File: src/rtl/cdf_pkg.sv
package cdf_pkg;
  // Number of bits needed to index n slots (at least 1).
  function automatic int idx_bits(input int n);
    return (n > 1) ? $clog2(n) : 1;
  endfunction
endpackage

File: src/rtl/cdf_reset_sync.sv
module cdf_reset_sync (
  input  logic clk,
  input  logic rst_n,
  output logic rst_sync_n
);
  logic [1:0] stage_q;
  logic [1:0] stage_d;

  always_comb begin
    stage_d = {stage_q[0], 1'b1};
  end

  always_ff @(posedge clk or negedge rst_n) begin
    if (!rst_n) stage_q <= 2'b00;
    else        stage_q <= stage_d;
  end

  assign rst_sync_n = stage_q[1];
endmodule

File: src/rtl/cdf_index_decode.sv
module cdf_index_decode #(
  parameter int NUM_SLOTS = 8,
  parameter int IDX_W     = cdf_pkg::idx_bits(NUM_SLOTS)
) (
  input  logic                 en,
  input  logic [IDX_W-1:0]     idx,
  output logic [NUM_SLOTS-1:0] onehot
);
  for (genvar g = 0; g < NUM_SLOTS; g++) begin : g_dec
    assign onehot[g] = en && (idx == IDX_W'(g));
  end
endmodule

File: src/rtl/cdf_arm_tracker.sv
module cdf_arm_tracker #(
  parameter int NUM_SLOTS = 8
) (
  input  logic                 clk,
  input  logic                 rst_n,
  input  logic                 fast_mode,
  input  logic                 status_rd,
  input  logic                 seq_clr,
  input  logic [NUM_SLOTS-1:0] cur_flags,
  input  logic [NUM_SLOTS-1:0] consume_vec,
  input  logic [NUM_SLOTS-1:0] clear_vec,
  output logic [NUM_SLOTS-1:0] armed
);
  logic [NUM_SLOTS-1:0] armed_q;
  logic [NUM_SLOTS-1:0] armed_d;
  logic                 armed_en;

  always_comb begin
    if (seq_clr || fast_mode) begin
      armed_d = '0;
    end else begin
      armed_d = armed_q & ~consume_vec;
      if (status_rd) armed_d = armed_d | (cur_flags & ~clear_vec);
    end
    armed_en = (armed_d != armed_q);
  end

  always_ff @(posedge clk or negedge rst_n) begin
    if (!rst_n)        armed_q <= '0;
    else if (armed_en) armed_q <= armed_d;
  end

  assign armed = armed_q;
endmodule

File: src/rtl/cdf_flag_bank.sv
module cdf_flag_bank #(
  parameter int NUM_SLOTS = 8
) (
  input  logic                 clk,
  input  logic                 rst_n,
  input  logic                 seq_clr,
  input  logic [NUM_SLOTS-1:0] set_vec,
  input  logic [NUM_SLOTS-1:0] rd_clr_vec,
  output logic [NUM_SLOTS-1:0] flags
);
  logic [NUM_SLOTS-1:0] flag_q;
  logic [NUM_SLOTS-1:0] flag_d;
  logic [NUM_SLOTS-1:0] flag_en;

  for (genvar g = 0; g < NUM_SLOTS; g++) begin : g_bit
    always_comb begin
      flag_en[g] = seq_clr || set_vec[g] || rd_clr_vec[g];
      if (seq_clr)          flag_d[g] = 1'b0;  // start clear beats set
      else if (set_vec[g])  flag_d[g] = 1'b1;  // set beats read clear
      else                  flag_d[g] = 1'b0;
    end

    always_ff @(posedge clk or negedge rst_n) begin
      if (!rst_n)          flag_q[g] <= 1'b0;
      else if (flag_en[g]) flag_q[g] <= flag_d[g];
    end
  end

  assign flags = flag_q;
endmodule

File: src/rtl/conv_done_flags.sv
module conv_done_flags #(
  parameter  int NUM_SLOTS = 8,
  localparam int IDX_W     = cdf_pkg::idx_bits(NUM_SLOTS)
) (
  input  logic                 clk,
  input  logic                 rst_n,
  input  logic                 fast_clear_mode,
  input  logic                 set_valid,
  input  logic [IDX_W-1:0]     set_index,
  input  logic                 status_read,
  input  logic                 result_read,
  input  logic [IDX_W-1:0]     result_index,
  input  logic                 seq_start_write,
  output logic [NUM_SLOTS-1:0] flags
);
  logic                 rst_sync_n;
  logic [NUM_SLOTS-1:0] set_vec;
  logic [NUM_SLOTS-1:0] rd_vec;
  logic [NUM_SLOTS-1:0] armed;
  logic [NUM_SLOTS-1:0] rd_clr_vec;
  logic [NUM_SLOTS-1:0] consume_vec;
  logic [NUM_SLOTS-1:0] clear_vec;

  cdf_reset_sync u_rst (
    .clk        (clk),
    .rst_n      (rst_n),
    .rst_sync_n (rst_sync_n)
  );

  cdf_index_decode #(.NUM_SLOTS(NUM_SLOTS), .IDX_W(IDX_W)) u_set_dec (
    .en     (set_valid),
    .idx    (set_index),
    .onehot (set_vec)
  );

  cdf_index_decode #(.NUM_SLOTS(NUM_SLOTS), .IDX_W(IDX_W)) u_rd_dec (
    .en     (result_read),
    .idx    (result_index),
    .onehot (rd_vec)
  );

  always_comb begin
    rd_clr_vec  = fast_clear_mode ? rd_vec : (rd_vec & armed);
    consume_vec = fast_clear_mode ? '0 : rd_vec;
    clear_vec   = rd_clr_vec & ~set_vec;
  end

  cdf_flag_bank #(.NUM_SLOTS(NUM_SLOTS)) u_bank (
    .clk        (clk),
    .rst_n      (rst_sync_n),
    .seq_clr    (seq_start_write),
    .set_vec    (set_vec),
    .rd_clr_vec (rd_clr_vec),
    .flags      (flags)
  );

  cdf_arm_tracker #(.NUM_SLOTS(NUM_SLOTS)) u_arm (
    .clk         (clk),
    .rst_n       (rst_sync_n),
    .fast_mode   (fast_clear_mode),
    .status_rd   (status_read),
    .seq_clr     (seq_start_write),
    .cur_flags   (flags),
    .consume_vec (consume_vec),
    .clear_vec   (clear_vec),
    .armed       (armed)
  );
endmodule

File: config.mk
export PLATFORM = sky130hd
export DESIGN_NAME = conv_done_flags
export DESIGN_NICKNAME = d
export VERILOG_FILES = /design/src/rtl/cdf_pkg.sv /design/src/rtl/cdf_reset_sync.sv /design/src/rtl/cdf_index_decode.sv /design/src/rtl/cdf_arm_tracker.sv /design/src/rtl/cdf_flag_bank.sv /design/src/rtl/conv_done_flags.sv
export SDC_FILE = /design/constraint.sdc
export NUM_CORES = 1
export LEC_CHECK = 0
export CORE_MARGIN = 4
export CORE_UTILIZATION = 55
export CTS_BUF_LIST = sky130_fd_sc_hd__clkbuf_8
export DETAILED_ROUTE_END_ITERATION = 12
export PLACE_DENSITY = 0.83
export REMOVE_ABC_BUFFERS = 1
export SLEW_MARGIN = 5
export SYNTH_ARGS = -nofsm -noshare
export SYNTH_HDL_FRONTEND = slang
export SYNTH_HIERARCHICAL = 1
export SYNTH_SLANG_ARGS = --single-unit
File: constraint.sdc
create_clock -name clk -period 0.8 [get_ports clk]
set_input_delay 0.24 -clock clk [delete_from_list [all_inputs] [get_ports clk]]
set_output_delay 0.24 -clock clk [all_outputs]
set_load 0.05 [all_outputs]
==> impl_metrics.ini, run 1 <==
[run_status]
status = complete, but fails checks
violations = negative setup slack

[timing]
post-route-min-period_ns = 1.21
fin_setup_tns_ns = -6.31
setup_viol = 24
max_freq_mhz = 826
hold_viol = 0
rsz0062_at_grt = yes
hold_slack_ns = 0.136
drv_slew = 0
worst_slack_ns = -0.411
finClkSkew_ns = 0.00149
finalCritPeriodShare = 1.51

[setup_path]
cp-end-kind = register
path_cells = buf_2 > and4bb_2 > o21a_1 > nor2b_1 > nand3b_1 > a21oi_2
crit_path_max_incr_delay_ns = 0.35
worst-path-max-fanout = 8
crit_arrival_ns = 1.36
critPathKind = input pin to register
critPathRequiredTime_ns = 0.95
cp-start-kind = input pin
slowest_stage = and4bb_2
rrSetupSlack_ns = -0.37

[floorplanning]
die_x_um = 56.4
dieArea_sq_um = 3180
io_pins = 21
initial_core_util = 0.581
core-area_sq_um = 2210
num_rows = 17
die_y_um = 56.4

[drt]
via_per_inst = 5.85
drt-pass1-iter-count = 5
wl_per_cell_um = 20.0
vias = 1147
drt-initial-drc-count = 21
ant_nets = 0
wl_um = 3910
drc_errors = 0

[placement]
io_buffers = 20
dp_cells = 172
gp_congestion = 0.772
place_ws_ns = -0.936
postPlaceCellArea_sq_um = 1700
dp_hpwl_um = 2150

[yosys]
synth-edff-count = 0
synthSimpleGateAreaFrac = 0.431
synth_fa_ha_area_frac = 0
synth_mux_area_frac = 0
netlist_area_sq_um = 1290
syn_avg_cell_area_sq_um = 11.5
yosys_warnings = 6
synthXorXnorAreaFrac = 0
async_reset_ff_frac = 1.00
synth.distinct_cells = 20
synth_top_family_by_area = simple AND/OR/NAND/NOR gates
synth_top_flop_cell = dfrtp_1
syn_inst = 112
synth_seq_cells = 18
synth_seq_area_share = 0.350
synth_compound_area_frac = 0.162

[clock_network]
clk_pin_slew_ns = 0.07
clk_path_buf_depth = 2
clock-sinks = 18
postCtsHoldBufs = 0
cts_root_buf = clkbuf_8
cts_tree = yes
numCtsBuffers = 3
htreeDepth = 1
clk-insertion-delay-late_ns = 0.26

[power_and_ir_drop]
vdd_ir_drop_max_mv = 1.03
power_density_nw_per_um2 = 1150
leakagePower_nw = 0.820
power.total_mw = 2.22

[cells_and_area]
final_common_cell = buf_4
area_growth_pct = 49.8
n_fill_cell = 106
drive_gt1_frac = 0.679
finalNonFillerCells = 196
final_area_sq_um = 1930
multiInputGateArea_sq_um = 792
mostFrequentLayoutCells = buf_4 (29), a21oi_2 (16), dfrtp_1 (14)
final_nets = 182
antenna_cells = 0
seq_area_sq_um = 455
final_core_util = 0.871

[job]
max_cap_viol_count = 0

[grt]
antenna_found_initial = 0
grt_pass1_wl_um = 5880
grt_max_degree = 12
overflow = 0
track_usage = 0.242
grt_pass1_vias = 1181

[hold_path]
hold_class = input pin to asynchronous set/reset pin
-- cell families (layout without fill, tap and decap cells) --
family,after synthesis,after routing
flip-flops,18,18
AND/OR/NAND/NOR,57,57
other,1,1
buffers and inverters,12,68
AO/OA/AOI/OAI,24,24
-- state kept, by name, indices dropped and copies added, names as in the netlist --
signal / flops
u_bank/flags: 8
u_rst/stage_q: 2
u_arm/armed: 8
-- where the power goes --
part	total (mW)	switching [mW]	internal, mW	leakage, nW
logic	0.496	0.247	0.249	0.553
registers	0.953	0.0201	0.933	0.238
clock network	0.767	0.329	0.438	0.0288
-- timing repair --
item / 4_1_cts / 5_1_grt
pin swaps: 21 / 7
gates cloned: 1 / 0
setup endpoints to repair: 24 / 24
buffers inserted: 15 / 5
resized for setup: 37 / 11
-- layer usage --
| metal | global-route usage | share of wire | vias to the layer above |
|---|---|---|---|
| li1 | - | - | 502 |
| met1 | 0.284 | 0.40 | 573 |
| met2 | 0.409 | 0.51 | 55 |
| met3 | 0.0575 | 0.047 | 17 |
| met4 | 0.125 | 0.046 | 0 |
| met5 | 0 | 0 | - |
-- cells in the mapped netlist (2+ instances only) --
master	number	share of area
nand3b_1	8	0.047
a21oi_2	16	0.11
nor4b_2	2	0.023
and4_2	2	0.016
and4b_2	6	0.053
nand2b_1	8	0.039
nand2b_4	8	0.086
dfrtp_1	18	0.35
and2b_2	8	0.054
buf_6	3	0.026
nor2b_1	6	0.029
nor2b_4	2	0.021
inv_1	8	0.023
and4bb_2	6	0.058
o21a_1	6	0.035
-- worst paths after layout --
kind | from | depth (start not counted) | to
max | result_index[1] | 6 | u_arm/armed[4]$_DFFE_PN0P_
min in group clk | u_rst/stage_q[0]$_DFF_PN0_ | 0 | u_rst/stage_q[1]$_DFF_PN0_
min reg2reg | u_rst/stage_q[1]$_DFF_PN0_ | 1 | u_bank/flags[2]$_DFFE_PN0P_
min | rst_n | 1 | u_rst/stage_q[1]$_DFF_PN0_
max reg2reg | u_arm/armed[4]$_DFFE_PN0P_ | 4 | u_arm/armed[4]$_DFFE_PN0P_
max in group asynchronous | u_rst/stage_q[1]$_DFF_PN0_ | 1 | u_bank/flags[3]$_DFFE_PN0P_
-- worst max-delay path, delay by kind of cell --
kind                   cells  cell delay (ns)
AND/OR/NAND/NOR            3             0.69
AO/OA/AOI/OAI              2             0.28
buffers and inverters      1             0.15
-- final cells by class --
cell class / count / area share
Timing Repair Buffer: 56 / 0.290
Tap cell: 28 / 0.0182
Inverter: 8 / 0.0156
Sequential cell: 18 / 0.236
Clock buffer: 4 / 0.0286
Multi-Input combinational cell: 82 / 0.411
Note: power is estimated with default switching activity, not from simulation.
==> run 2, diff against run 1 <==
--- a/config.mk
+++ b/config.mk
@@ -5,11 +5,11 @@
 export SDC_FILE = /design/constraint.sdc
 export NUM_CORES = 1
 export LEC_CHECK = 0
-export CORE_MARGIN = 4
+export CORE_MARGIN = 5
 export CORE_UTILIZATION = 55
 export CTS_BUF_LIST = sky130_fd_sc_hd__clkbuf_8
 export DETAILED_ROUTE_END_ITERATION = 12
-export PLACE_DENSITY = 0.83
+export PLACE_DENSITY = 0.87
 export REMOVE_ABC_BUFFERS = 1
 export SLEW_MARGIN = 5
 export SYNTH_ARGS = -nofsm -noshare
==> impl_metrics.ini, run 2 (synthesis gave the netlist of run 1 again) <==
[grt]
grt_max_degree = 17
grt_pass1_vias = 1316
track_usage = 0.265
antenna_found_initial = 0
overflow = 0
grt_pass1_wl_um = 6600

[floorplanning]
die_y_um = 58.4
dieArea_sq_um = 3410
die_x_um = 58.4
initial_core_util = 0.576
core-area_sq_um = 2230
io_pins = 21
num_rows = 17

[setup_path]
cp-start-kind = register
critical_path_depth = 4
path_buf_inv = 0
crit_family = flip-flops
slowest_stage = dfrtp_1
crit_arrival_ns = 1.31
r2r_cells = 4
path_cells = o21a_1 > nor2b_1 > nand3b_1 > a21oi_2
worst-path-max-fanout = 2
rrSetupSlack_ns = -0.32
crit_path_max_incr_delay_ns = 0.41
cp-end-kind = register
critPathKind = register to register
critPathRequiredTime_ns = 0.99

[drt]
drc_errors = 0
drt-pass1-iter-count = 4
vias = 1140
drt-initial-drc-count = 50
ant_nets = 0
wl_um = 4050
via_per_inst = 5.94
wl_per_cell_um = 21.1

[placement]
io_buffers = 20
dp_hpwl_um = 2250
place_ws_ns = -1.01
gp_congestion = 0.828

[timing]
drv_slew = 0
post-route-min-period_ns = 1.12
setup_viol = 24
worst_slack_ns = -0.315
finClkSkew_ns = 0.00584
max_freq_mhz = 897
finalCritPeriodShare = 1.39
hold_viol = 0
rsz0062_at_grt = yes
fin_setup_tns_ns = -6.12

[power_and_ir_drop]
vdd_ir_drop_max_mv = 1.01
power_density_nw_per_um2 = 1180
leakagePower_nw = 0.808

[clock_network]
cts_root_buf = clkbuf_8
clk_path_buf_depth = 2
htreeDepth = 1
clock-sinks = 18
numCtsBuffers = 3
clk-insertion-delay-late_ns = 0.27
cts_tree = yes
clk_pin_slew_ns = 0.07

[cells_and_area]
area_growth_pct = 48.3
mostFrequentLayoutCells = buf_4 (30), a21oi_2 (16), dfrtp_1 (12)
final_common_cell = buf_4
final_nets = 178
n_fill_cell = 96
antenna_cells = 0
drive_gt1_frac = 0.683

[job]
max_cap_viol_count = 0

[run_status]
status = complete, but fails checks
violations = negative setup slack

[hold_path]
hold_class = input pin to asynchronous set/reset pin
==> run 2: report_power, final <==
part | switching, mW | leakage (nW) | internal [mW]
combinational | 0.252 | 0.544 | 0.253
sequential | 0.0193 | 0.235 | 0.933
clock | 0.350 | 0.0288 | 0.439
total | 0.622 | 0.808 | 1.62
==> run 2: what timing repair did <==
item                       4_1_cts  5_1_grt
setup endpoints to repair       24       24
setup buffers                   13        4
gates resized for setup         40        3
gates cloned                     1        0
pin swaps                       23        2
hold buffers                     0        0
==> run 2: metal layers <==
metal	part of all wire	vias to the layer above	GRT usage	routed length, um
met1	0.39	569	0.293	1590
met5	0	-	0	0
li1	-	500	-	-
met4	0.035	0	0.189	143
met3	0.052	14	0.0461	211
met2	0.52	57	0.455	2110
==> run 2: through the flow <==
stage	instance area [sq um]	hold slack (ns)	power [mW]	utilization	std cells
floorplan	1250	-0.0556	1.15	-	108
global placement	1680	0.187	1.39	0.752	170
detailed placement	1680	0.198	1.41	0.752	170
CTS	1870	0.143	2.19	0.839	188
global route	1910	0.138	2.30	0.854	192
finish	1910	0.140	2.25	0.854	192
==> run 2: cell type report <==
cell class / count / area [sq um] / share of cell area
Clock buffer: 4 / 55.1 / 0.0289
Sequential cell: 18 / 458 / 0.240
Multi-Input combinational cell: 82 / 792 / 0.415
Tap cell: 28 / 35.0 / 0.0184
Timing Repair Buffer: 52 / 538 / 0.282
Inverter: 8 / 30.0 / 0.0157
==> run 2: path summary, 6_finish.rpt <==
kind                                          endpoint                       start
max                         u_arm/armed[4]$_DFFE_PN0P_  u_arm/armed[4]$_DFFE_PN0P_
max reg2reg                 u_arm/armed[4]$_DFFE_PN0P_  u_arm/armed[4]$_DFFE_PN0P_
min in group clk            u_rst/stage_q[1]$_DFF_PN0_  u_rst/stage_q[0]$_DFF_PN0_
min                         u_rst/stage_q[0]$_DFF_PN0_                       rst_n
min reg2reg                 u_arm/armed[2]$_DFFE_PN0P_  u_rst/stage_q[1]$_DFF_PN0_
max in group asynchronous  u_bank/flags[5]$_DFFE_PN0P_  u_rst/stage_q[1]$_DFF_PN0_
==> run 3, diff against run 2 <==
--- a/config.mk
+++ b/config.mk
@@ -8,6 +8,7 @@
 export CORE_MARGIN = 5
 export CORE_UTILIZATION = 55
 export CTS_BUF_LIST = sky130_fd_sc_hd__clkbuf_8
+export CTS_CLUSTER_SIZE = 28
 export DETAILED_ROUTE_END_ITERATION = 12
 export PLACE_DENSITY = 0.87
 export REMOVE_ABC_BUFFERS = 1
==> results of run 3 <==
No change in the layout: final DEF, timing and power equal those of run 2.
